<file path="src/rtl/chan_arb_pkg.sv">
package chan_arb_pkg;

  typedef enum logic [1:0] {
    OWN_NONE = 2'd0,
    OWN_HOST = 2'd1,
    OWN_MCU  = 2'd2
  } owner_e;

  typedef enum logic [1:0] {
    SQ_IDLE,
    SQ_RST_ON,
    SQ_RST_OFF
  } seq_e;

  typedef enum logic [1:0] {
    HS_IDLE,
    HS_ENABLE,
    HS_CLAIM
  } host_e;

  // Host claim succeeds only on a free channel with no contending microcontroller.
  function automatic logic host_may_claim(owner_e own, logic mcu_wants);
    return (own == OWN_NONE) && !mcu_wants;
  endfunction

  // Cycles a single handshake phase may spend before timing out.
  function automatic int phase_window(int poll_cycles, int poll_limit);
    return poll_cycles * poll_limit;
  endfunction

endpackage

</file>
<file path="src/rtl/chan_arb_poll_timer.sv">
module chan_arb_poll_timer #(
  parameter int POLL_CYCLES = 100,
  parameter int POLL_LIMIT  = 11
) (
  input  logic clk,
  input  logic rst_n,
  input  logic run,
  input  logic restart,
  output logic tick,
  output logic last_poll
);
  localparam int SUB_W = (POLL_CYCLES > 1) ? $clog2(POLL_CYCLES) : 1;
  localparam int CNT_W = (POLL_LIMIT > 1) ? $clog2(POLL_LIMIT) : 1;

  logic [SUB_W-1:0] sub_q;
  logic [CNT_W-1:0] polls_q;

  assign tick      = run && (sub_q == SUB_W'(POLL_CYCLES - 1));
  assign last_poll = (polls_q == CNT_W'(POLL_LIMIT - 1));

  always_ff @(posedge clk) begin
    if (!rst_n || !run || restart) begin
      sub_q   <= '0;
      polls_q <= '0;
    end else if (tick) begin
      sub_q <= '0;
      if (!last_poll) polls_q <= polls_q + 1'b1;
    end else begin
      sub_q <= sub_q + 1'b1;
    end
  end

  // The poll counter never passes the final poll index.
  assert_poll_bound_R5: assert property (@(posedge clk) disable iff (!rst_n)
    polls_q <= CNT_W'(POLL_LIMIT - 1));

endmodule

</file>
<file path="src/rtl/chan_arb_enable_seq.sv">
module chan_arb_enable_seq
  import chan_arb_pkg::*;
(
  input  logic clk,
  input  logic rst_n,
  input  logic start,
  input  logic rst_done,
  input  logic tick,
  input  logic last_poll,
  output logic eng_en,
  output logic eng_rst,
  output logic done,
  output logic fail,
  output logic timer_run,
  output logic timer_restart
);
  seq_e state_q;

  assign timer_run     = (state_q != SQ_IDLE);
  assign timer_restart = (state_q == SQ_RST_ON) && tick && rst_done;
  assign done          = (state_q == SQ_RST_OFF) && tick && !rst_done;
  assign fail          = tick && last_poll &&
                         (((state_q == SQ_RST_ON) && !rst_done) ||
                          ((state_q == SQ_RST_OFF) && rst_done));

  always_ff @(posedge clk) begin
    if (!rst_n) begin
      state_q <= SQ_IDLE;
      eng_en  <= 1'b0;
      eng_rst <= 1'b0;
    end else begin
      case (state_q)
        SQ_IDLE: if (start) begin
          eng_en  <= 1'b1;
          eng_rst <= 1'b1;
          state_q <= SQ_RST_ON;
        end
        SQ_RST_ON: begin
          if (timer_restart) begin
            eng_rst <= 1'b0;
            state_q <= SQ_RST_OFF;
          end else if (fail) begin
            eng_en  <= 1'b0;
            eng_rst <= 1'b0;
            state_q <= SQ_IDLE;
          end
        end
        SQ_RST_OFF: begin
          if (done) begin
            state_q <= SQ_IDLE;
          end else if (fail) begin
            eng_en  <= 1'b0;
            state_q <= SQ_IDLE;
          end
        end
        default: state_q <= SQ_IDLE;
      endcase
    end
  end

  assert_rst_needs_en_R3: assert property (@(posedge clk) disable iff (!rst_n)
    eng_rst |-> eng_en);

  // Reset is released with the engine still enabled only after reset-done was seen high.
  assert_rst_release_R4: assert property (@(posedge clk) disable iff (!rst_n)
    ($fell(eng_rst) && eng_en) |-> $past(rst_done));

  assert_done_fail_excl_R5: assert property (@(posedge clk) disable iff (!rst_n)
    !(done && fail));

endmodule

</file>
<file path="src/rtl/chan_arb_owner_track.sv">
module chan_arb_owner_track
  import chan_arb_pkg::*;
(
  input  logic   clk,
  input  logic   rst_n,
  input  logic   host_take,
  input  logic   host_rel,
  input  logic   mcu_req,
  input  logic   mcu_rel,
  output owner_e owner
);
  always_ff @(posedge clk) begin
    if (!rst_n) begin
      owner <= OWN_NONE;
    end else begin
      case (owner)
        OWN_NONE: begin
          if (mcu_req)        owner <= OWN_MCU;
          else if (host_take) owner <= OWN_HOST;
        end
        OWN_HOST: if (host_rel) owner <= OWN_NONE;
        OWN_MCU:  if (mcu_rel)  owner <= OWN_NONE;
        default:  owner <= OWN_NONE;
      endcase
    end
  end

  assert_code_legal_R1: assert property (@(posedge clk) disable iff (!rst_n)
    owner != 2'd3);

  assert_mcu_holds_R2: assert property (@(posedge clk) disable iff (!rst_n)
    (owner == OWN_MCU && !mcu_rel) |=> owner == OWN_MCU);

  assert_host_release_R7: assert property (@(posedge clk) disable iff (!rst_n)
    (owner == OWN_HOST && host_rel) |=> owner == OWN_NONE);

  assert_mcu_priority_R8: assert property (@(posedge clk) disable iff (!rst_n)
    (owner == OWN_NONE && mcu_req) |=> owner == OWN_MCU);

endmodule

</file>
<file path="src/rtl/chan_owner_arbiter.sv">
module chan_owner_arbiter
  import chan_arb_pkg::*;
#(
  parameter int POLL_CYCLES = 100,
  parameter int POLL_LIMIT  = 11
) (
  input  logic       clk,
  input  logic       rst_n,
  input  logic       host_req,
  input  logic       host_done,
  input  logic       mcu_req,
  input  logic       mcu_done,
  input  logic       eng_rst_done,
  output logic       eng_en,
  output logic       eng_rst,
  output logic [1:0] owner_status,
  output logic       host_grant,
  output logic       host_refuse,
  output logic       timeout_err
);
  localparam int PHASE_CYCLES = phase_window(POLL_CYCLES, POLL_LIMIT);

  host_e  hstate_q;
  owner_e owner;
  logic   tick, last_poll, timer_run, timer_restart;
  logic   seq_start, seq_done, seq_fail;
  logic   host_take;

  assign seq_start = (hstate_q == HS_IDLE) && host_req &&
                     (owner == OWN_NONE) && !eng_en;
  assign host_take = (hstate_q == HS_CLAIM) && host_may_claim(owner, mcu_req);
  assign owner_status = owner;

  chan_arb_poll_timer #(
    .POLL_CYCLES(POLL_CYCLES),
    .POLL_LIMIT (POLL_LIMIT)
  ) u_timer (
    .clk      (clk),
    .rst_n    (rst_n),
    .run      (timer_run),
    .restart  (timer_restart),
    .tick     (tick),
    .last_poll(last_poll)
  );

  chan_arb_enable_seq u_seq (
    .clk          (clk),
    .rst_n        (rst_n),
    .start        (seq_start),
    .rst_done     (eng_rst_done),
    .tick         (tick),
    .last_poll    (last_poll),
    .eng_en       (eng_en),
    .eng_rst      (eng_rst),
    .done         (seq_done),
    .fail         (seq_fail),
    .timer_run    (timer_run),
    .timer_restart(timer_restart)
  );

  chan_arb_owner_track u_owner (
    .clk      (clk),
    .rst_n    (rst_n),
    .host_take(host_take),
    .host_rel (host_done),
    .mcu_req  (mcu_req),
    .mcu_rel  (mcu_done),
    .owner    (owner)
  );

  always_ff @(posedge clk) begin
    if (!rst_n) begin
      hstate_q    <= HS_IDLE;
      host_grant  <= 1'b0;
      host_refuse <= 1'b0;
      timeout_err <= 1'b0;
    end else begin
      host_grant  <= 1'b0;
      host_refuse <= 1'b0;
      case (hstate_q)
        HS_IDLE: if (host_req) begin
          if (owner == OWN_MCU) begin
            host_refuse <= 1'b1;
          end else if (owner == OWN_HOST) begin
            host_grant <= !host_done;
          end else if (!eng_en) begin
            timeout_err <= 1'b0;
            hstate_q    <= HS_ENABLE;
          end else begin
            timeout_err <= 1'b0;
            hstate_q    <= HS_CLAIM;
          end
        end
        HS_ENABLE: begin
          if (seq_done) begin
            hstate_q <= HS_CLAIM;
          end else if (seq_fail) begin
            timeout_err <= 1'b1;
            hstate_q    <= HS_IDLE;
          end
        end
        HS_CLAIM: begin
          host_grant  <= host_take;
          host_refuse <= !host_take;
          hstate_q    <= HS_IDLE;
        end
        default: hstate_q <= HS_IDLE;
      endcase
    end
  end

  // Elaboration-time sanity on the derived phase window.
  initial begin
    assert_window_positive_R5: assert (PHASE_CYCLES > 0);
  end

  assert_grant_owner_R6: assert property (@(posedge clk) disable iff (!rst_n)
    host_grant |-> owner == OWN_HOST);

  assert_grant_refuse_excl_R2: assert property (@(posedge clk) disable iff (!rst_n)
    !(host_grant && host_refuse));

  assert_timeout_clean_R5: assert property (@(posedge clk) disable iff (!rst_n)
    $rose(timeout_err) |-> (!host_grant && !eng_en && !eng_rst));

  assert_grant_pulse_R6: assert property (@(posedge clk) disable iff (!rst_n)
    host_grant |=> !host_grant || $past(host_req));

endmodule

</file>
<file path="config.mk">
export PLATFORM = sky130hd
export DESIGN_NAME = chan_owner_arbiter
export DESIGN_NICKNAME = d
export VERILOG_FILES = /design/src/rtl/chan_arb_pkg.sv /design/src/rtl/chan_arb_poll_timer.sv /design/src/rtl/chan_arb_enable_seq.sv /design/src/rtl/chan_arb_owner_track.sv /design/src/rtl/chan_owner_arbiter.sv
export SDC_FILE = /design/constraint.sdc
export NUM_CORES = 1
export LEC_CHECK = 0
export ABC_AREA = 1
export BUFFER_PORTS_ARGS = -buffer_cell sky130_fd_sc_hd__buf_2
export CAP_MARGIN = 20
export CORE_MARGIN = 2
export CORE_UTILIZATION = 32
export DETAILED_ROUTE_END_ITERATION = 10
export REMOVE_ABC_BUFFERS = 1
export SYNTH_ARGS = -nofsm -noshare
export SYNTH_HDL_FRONTEND = slang
export SYNTH_SLANG_ARGS = --single-unit
</file>
<file path="constraint.sdc">
create_clock -name clk -period 1.61 [get_ports clk]
set_input_delay 0.0805 -clock clk [delete_from_list [all_inputs] [get_ports clk]]
set_output_delay 0.0805 -clock clk [all_outputs]
set_load 0.005 [all_outputs]
</file>
# After elaboration in Yosys (flattened, before gate mapping)
# Index checks and enable logic that the tools add are counted.
dict set report totals {
  reg_bits 22
  out_inout_bits 7
}
dict set report op_classes {
  addsub 2
  n_eq_ne 21
  n_mux 38
  bitwise_logic 1
  reduce_logical 38
}
# operator n
set ops {}
lappend ops {{2-bit 2-to-1 mux} 14}
lappend ops {{2-bit inequality test (second input constant)} 10}
lappend ops {{1-bit 2-to-1 mux} 16}
lappend ops {{1-bit logical AND} 14}
lappend ops {{2-bit case mux with 3 select lines} 2}
lappend ops {{3-bit inequality test (second input constant)} 3}
lappend ops {{1-bit case mux with 2 select lines} 4}
lappend ops {{4-bit AND reduction} 2}
lappend ops {{7-bit by 1-bit adder with 7-bit output (second input constant)} 1}
lappend ops {{7-bit == test (second input constant)} 1}
lappend ops {{1-bit zero test} 7}
lappend ops {{2-bit by 1-bit == test with 1-bit output (second input constant)} 3}
lappend ops {{2-bit == test (second input constant)} 3}
lappend ops {{2-bit zero test} 3}
lappend ops {{3-bit AND reduction} 2}
lappend ops {{6-bit AND reduction} 1}
lappend ops {{2-bit nonzero test} 3}
lappend ops {{4-bit by 1-bit adder with 4-bit output (second input constant)} 1}
lappend ops {{4-bit == test (second input constant)} 1}
lappend ops {{2-bit case mux with 2 select lines} 1}
lappend ops {{1-bit logical OR} 3}
lappend ops {{1-bit case mux with 3 select lines} 1}
lappend ops {{3-bit nonzero test} 1}
lappend ops {{2-bit AND reduction} 1}
lappend ops {{2 further kinds} 2}

# Depth between registers and ports, before layout
dict set report logic_depth {
  depth_word 7
  ltp_mapped 12
  ltp_nobuf 12
}

# By module
# Synthesis repeated with hierarchy kept, for this count alone.
dict set report unflattened {
  cells_unflattened 208
  area_unflattened_um2 1367.6
}
# module n_inst cells_each area_per_inst_um2 seq_area_each_um2
set modules_own_cells {}
lappend modules_own_cells {chan_arb_poll_timer 1 80 581.8 220.2}
lappend modules_own_cells {chan_arb_enable_seq 1 52 347.8 80.1}
lappend modules_own_cells {chan_owner_arbiter 1 62 339.1 100.1}
lappend modules_own_cells {chan_arb_owner_track 1 14 98.8 40.0}

# Least setup slack after synthesis
# No wires, ideal clock.
dict set report synth_timing {
  kind {reg-to-reg}
  start {register u_seq.state_q[0]}
  end {register u_seq.eng_rst}
  setup_time_ns 0.113
  t_arrival_ns 1.469
  required_time_ns 1.497
  setup_slack_ns 0.028
  path_stages_with_launch 13
  n_path_buf 0
  cell_sequence {dfxtp_1 -> inv_1 -> ha_1 -> inv_2 -> nand2_2 -> nor2_8 -> nand3_4 -> nor2_4 -> inv_2 -> nand2_2 -> nand3_1 -> nand2_1 -> a21oi_2}
}
dict set report synth_via {
  elab_chain_len 6
}
# item line_no
set synth_lines {}
lappend synth_lines {{start, declared} chan_arb_enable_seq.sv:17} ;# seq_e state_q;
lappend synth_lines {{start signal, assigned} chan_arb_enable_seq.sv:28} ;# state_q <= SQ_IDLE;
lappend synth_lines {{start signal, assigned} chan_arb_enable_seq.sv:36} ;# state_q <= SQ_RST_ON;
lappend synth_lines {{start signal, assigned} chan_arb_enable_seq.sv:41} ;# state_q <= SQ_RST_OFF;
lappend synth_lines {{2-bit by 1-bit == test with 1-bit output (tied with other cells)} {chan_arb_enable_seq.sv:20, chan_arb_enable_seq.sv:23, chan_arb_enable_seq.sv:32}}
lappend synth_lines {{1-bit logical AND, on equally long branches} {chan_arb_enable_seq.sv:23, chan_arb_poll_timer.sv:18, chan_arb_enable_seq.sv:24}}
lappend synth_lines {{1-bit logical OR (tied with other cells)} chan_arb_enable_seq.sv:23} ;# (((state_q == SQ_RST_ON) && !rst_done) ||
lappend synth_lines {{1-bit logical AND, on equally long branches} {chan_arb_enable_seq.sv:22, chan_arb_enable_seq.sv:20}}
lappend synth_lines {{3-bit inequality test (no line) or 1-bit 2-to-1 mux (tied branches)} n/a}
lappend synth_lines {{3-bit AND reduction (no line) or 1-bit case mux with 2 select lines (tied branches)} n/a}
lappend synth_lines {{end signal, assigned} chan_arb_enable_seq.sv:30} ;# eng_rst <= 1'b0;
lappend synth_lines {{end signal, assigned} chan_arb_enable_seq.sv:35} ;# eng_rst <= 1'b1;
lappend synth_lines {{end signal, assigned} chan_arb_enable_seq.sv:40} ;# eng_rst <= 1'b0;
lappend synth_lines {{end, declared} chan_arb_enable_seq.sv:11} ;# output logic eng_rst,
# Parallel ways exist; a longest one is shown, timed or not.
# A chain may end at the register's enable or synchronous reset.

# Final worst setup path
dict set report layout_timing {
  start {register u_seq.state_q[1]}
  end {register u_seq.eng_rst}
}
# The elaborated chain is that of the path after synthesis.

==> metrics.md <==
| Metric | Value |
|---|---|
| Status | `finished clean` |
| Die Area | `4350 um^2` |
| Arrival time at the worst endpoint | `1.70 ns` |
| Kind of end point of the critical path | `flop` |
| Post-placement setup slack | `about 0.0022 ns` |
| Power density over the cells | `approximately 1100 nW/um^2` |
| Global Route Usage Sum | `0.130` |
| Critical path class | `reg -> reg` |
| Path category of the worst min-delay check | `in -> reg` |
| Clock-pin slew on the worst setup and hold paths | `0.09 ns` |
| Slowest stage delay, CP | `0.34 ns` |
| Cell with the biggest individual delay on the critical path | `dfxtp_2` |
| Maximum buffer depth of the clock tree | `2` |
| Boundary Pins | `14` |
| H-tree level count | `1` |
| Final non-filler cell total | `about 250` |
| Final period utilization | `0.943` |
| Leading register cell type out of synthesis | `dfxtp_1` |
| Post-synthesis instance area | `1230 um^2` |
| FF-to-FF Start | `u_seq.state_q[1]` |
| Cell taking the most area after synthesis | `dfxtp_1` |
| Wire length of the first global-routing pass | `4310 um` |
| Cell with the most instances after synthesis | `nand2_1` |
| Core Rows | `22` |
| Number of setup violations in the final report | `0` |
| Register-to-register setup slack | `0.09 ns` |
| Total of buffers placed on input and output ports | `13` |
| Starting density of the core | `0.333` |
| Leakage power summed over all cells | `0.777 nW` |
| Number of max-slew violations in the final report | `0` |
| Area contributors post-synth | `dfxtp_1 (36%), nand2_1 (11%), nor2_1 (9.2%)` |
| Die Y-Extent | `66.0 um` |
| Drc violations | `0` |
| Cell-internal power | `1.20 mW` |
| Worst clock skew | `0.00666 ns` |
| Area of the multi-input gates | `736 um^2` |
| Die span in x | `roughly 66 um` |
| Crit path cell chain | `inv_2 > ha_4 > inv_2 > nand2_4 > nor2_8 > nand3_4 > nor2_4 > inv_2 > nand2_2 > nand3_1 > nand2_1 > a21oi_2` |
| Design area | `1580 um^2` |
| Sinks on the clock net | `22` |
| Detailed-route wire length per cell | `9.76 um` |
| Total congestion overflow | `0` |
| P_sw | `567 uW` |
| Max Fclk | `about 660 MHz` |
| Initial antenna violation count | `0` |
| Detail-routed via count per cell | `4.42` |
| Crit path max fanout | `5` |
| Crit path setup slack, layout | `0.0924 ns` |
| Reg power frac | `0.359` |
| Register cell area after layout | `445 um^2` |
| Count of buffer and inverter cells on the critical path | `3` |
| List of most frequent post-synthesis cells | `nand2_1 (36), nor2_1 (30), inv_1 (24)` |
| Mean post-synth cell area | `7.06 um^2` |
| Post-layout min period | `1.52 ns` |
| Highest ir drop seen on vdd | `0.570 mV` |
| Headroom to the max-slew limit | `0.801` |
| Instance area at placement | `1430 um^2` |
| M3 GR Usage | `0.0204` |
| Post-synthesis instance total | `174` |
| Number of routed nets with antenna violations | `0` |
| Cells on worst reg2reg path | `12` |
| Detailed-route via count | `between 1,000 and 1,500` |
| Number of filler cells placed in the layout | `401` |
| Number of nets in the finished design | `218` |
| Async set-reset flop share out of synthesis | `0` |
| Family with the most delay on the worst path | `simple AND/OR/NAND/NOR gates` |
| Depth of the worst hold-timing path | `4` |
| Clock tree from TritonCTS | `built` |
| Grt peak-use layer | `met2` |
| Endpoint of the worst hold path | `u_owner.owner[1]` |
| Number of hold violations in the final report | `0` |
| First DRT Iteration DRCs | `41` |
| Post-synth cell types | `26` |
| Placeable core region | `3690 um^2` |
| Vias in the first global route | `1,021` |
| Maximum number of pins on one net before global-route repair | `14` |
| Worst skew pair latency | `0.27 ns` |
| Number of diodes | `0` |
| Number of buffers inserted during clock tree synthesis | `3` |
| Proportion of power drawn by the clock network | `0.303` |
| Number of synthesized register bits | `22` |
| Portion of the post-synthesis area used by sequential elements | `0.358` |
| Critical path required time | `approximately 1.8 ns` |
| Met2 track utilization from global routing | `0.201` |
| # Max-Cap Violations | `0` |
| Switching share of power | `0.321` |
| Hold buffer count at cts | `0` |
| Number of enable-type register cells in the synthesized netlist | `0` |
| Slew at the pin closest to its max-slew limit | `0.298 ns` |
| Ratio of cells with drive above 1 in the final layout | `0.305` |
| Combinational share of power | `0.338` |
| Hpwl dp | `1880 um` |
| Most frequent CP cell | `inv_2` |
| Buffer type at the clock tree root | `clkbuf_8` |
| Launch point of the worst hold path | `mcu_done` |
| Critical path launch point type | `flop` |
| Number of placed cells counting well taps | `245` |
| First-pass detailed-route iteration total | `4` |
| Critical register-to-register path endpoint | `u_seq.eng_rst` |
| Total wirelength of the detailed-routed design | `between 2000 and 2500 um` |
| Number of synthesis warnings | `0` |
| Area share of the largest cell type after synthesis | `0.358` |
| PnR Total Power | `around 1.8 mW` |
| Met1 Use GR | `0.166` |
| Weighted congestion at the end of routability-driven global placement | `0.865` |
| Area growth from synthesis to final layout | `28.6%` |
## power by group through the flow
stage / registers (mW) / clock network (mW) / logic [mW]
detailed placement: 0.643 / 0 / 0.549
global route: 0.644 / 0.570 / 0.678
finish: 0.635 / 0.536 / 0.597
floorplan: 0.647 / 0 / 0.349
global placement: 0.641 / 0 / 0.551
CTS: 0.630 / 0.546 / 0.552
## layer usage
metal / vias to the layer above / wire (um)
li1: 602 / -
met1: 491 / 1220
met2: 10 / 1100
met3: 6 / 48
met4: 0 / 78
met5: - / 0
## cells in the final DEF, fill, tap and decap left out, types with 4 or more instances in the layout
master    n
a21oi_1  10
buf_2    13
buf_4    12
dfxtp_1  18
dfxtp_2   4
ha_1      4
inv_1    22
inv_2     7
nand2_1  36
nand3_1   5
nor2_1   28
nor2_4    4
o21ai_0   4
## cell families (layout without fill, tap and decap cells)
kind of cell	after synthesis	in the layout	synth area share
adders and majority gates	7	7	0.0713
xor gates and xnor gates	2	2	0.0143
and+or+nand+nor	90	90	0.360
AOI/OAI and AO/OA	23	23	0.104
DFF	22	22	0.358
buffers and inverters	30	59	0.0917
## flip-flops by register name, indices dropped and copies added, names as in the netlist
| register | cells |
|---|---|
| host_grant | 1 |
| timeout_err | 1 |
| u_seq.eng_en | 1 |
| hstate_q | 2 |
| host_refuse | 1 |
| u_seq.state_q | 2 |
| u_timer.sub_q | 7 |
| u_owner.owner | 2 |
| u_seq.eng_rst | 1 |
| u_timer.polls_q | 4 |
## through the flow
stage	util	TNS [ns]	hold WS, ns
floorplan	-	0	0.201
global placement	0.387	0	0.331
detailed placement	0.387	0	0.344
CTS	0.407	0	0.0492
global route	0.428	-0.00295	0.0684
finish	0.428	0	0.0544
## worst register-to-register path: stages, from the launching register on
cell and delay [ns]:
dfxtp_2 0.34, inv_2 0.06, ha_4 0.16, inv_2 0.07, nand2_4 0.06, nor2_8 0.14, nand3_4 0.09, nor2_4 0.19
inv_2 0.08, nand2_2 0.07, nand3_1 0.06, nand2_1 0.07, a21oi_2 0.03
## cell type report
type / count / area share
repair buffers: 25 / 0.0982
multi-input cells: 122 / 0.466
well taps: 48 / 0.0380
flip-flops and latches: 22 / 0.282
clock inverters: 1 / 0.0190
inverters: 30 / 0.0713
clock buffers: 3 / 0.0261
## what timing repair did
item,in CTS,in global routing
setup buffers,0,2
resized for setup,0,21
setup endpoints to repair,0,14
## worst max-delay path by stage
stage          cells after the start            endpoint               start  slack [ns]
2_1_floorplan                     12       u_seq.eng_rst    u_seq.state_q[0]        0.03
3_3_place_gp                      12       u_seq.eng_rst    u_seq.state_q[1]        0.05
3_5_place_dp                      10         hstate_q[1]    u_seq.state_q[0]       0.002
4_1_cts                           10  u_timer.polls_q[3]    u_seq.state_q[0]      0.0002
5_1_grt                           10    u_seq.state_q[1]  u_timer.polls_q[1]      -0.003
6_report                          12       u_seq.eng_rst    u_seq.state_q[1]        0.09
No activity file was read; power rests on OpenSTA's default activity.
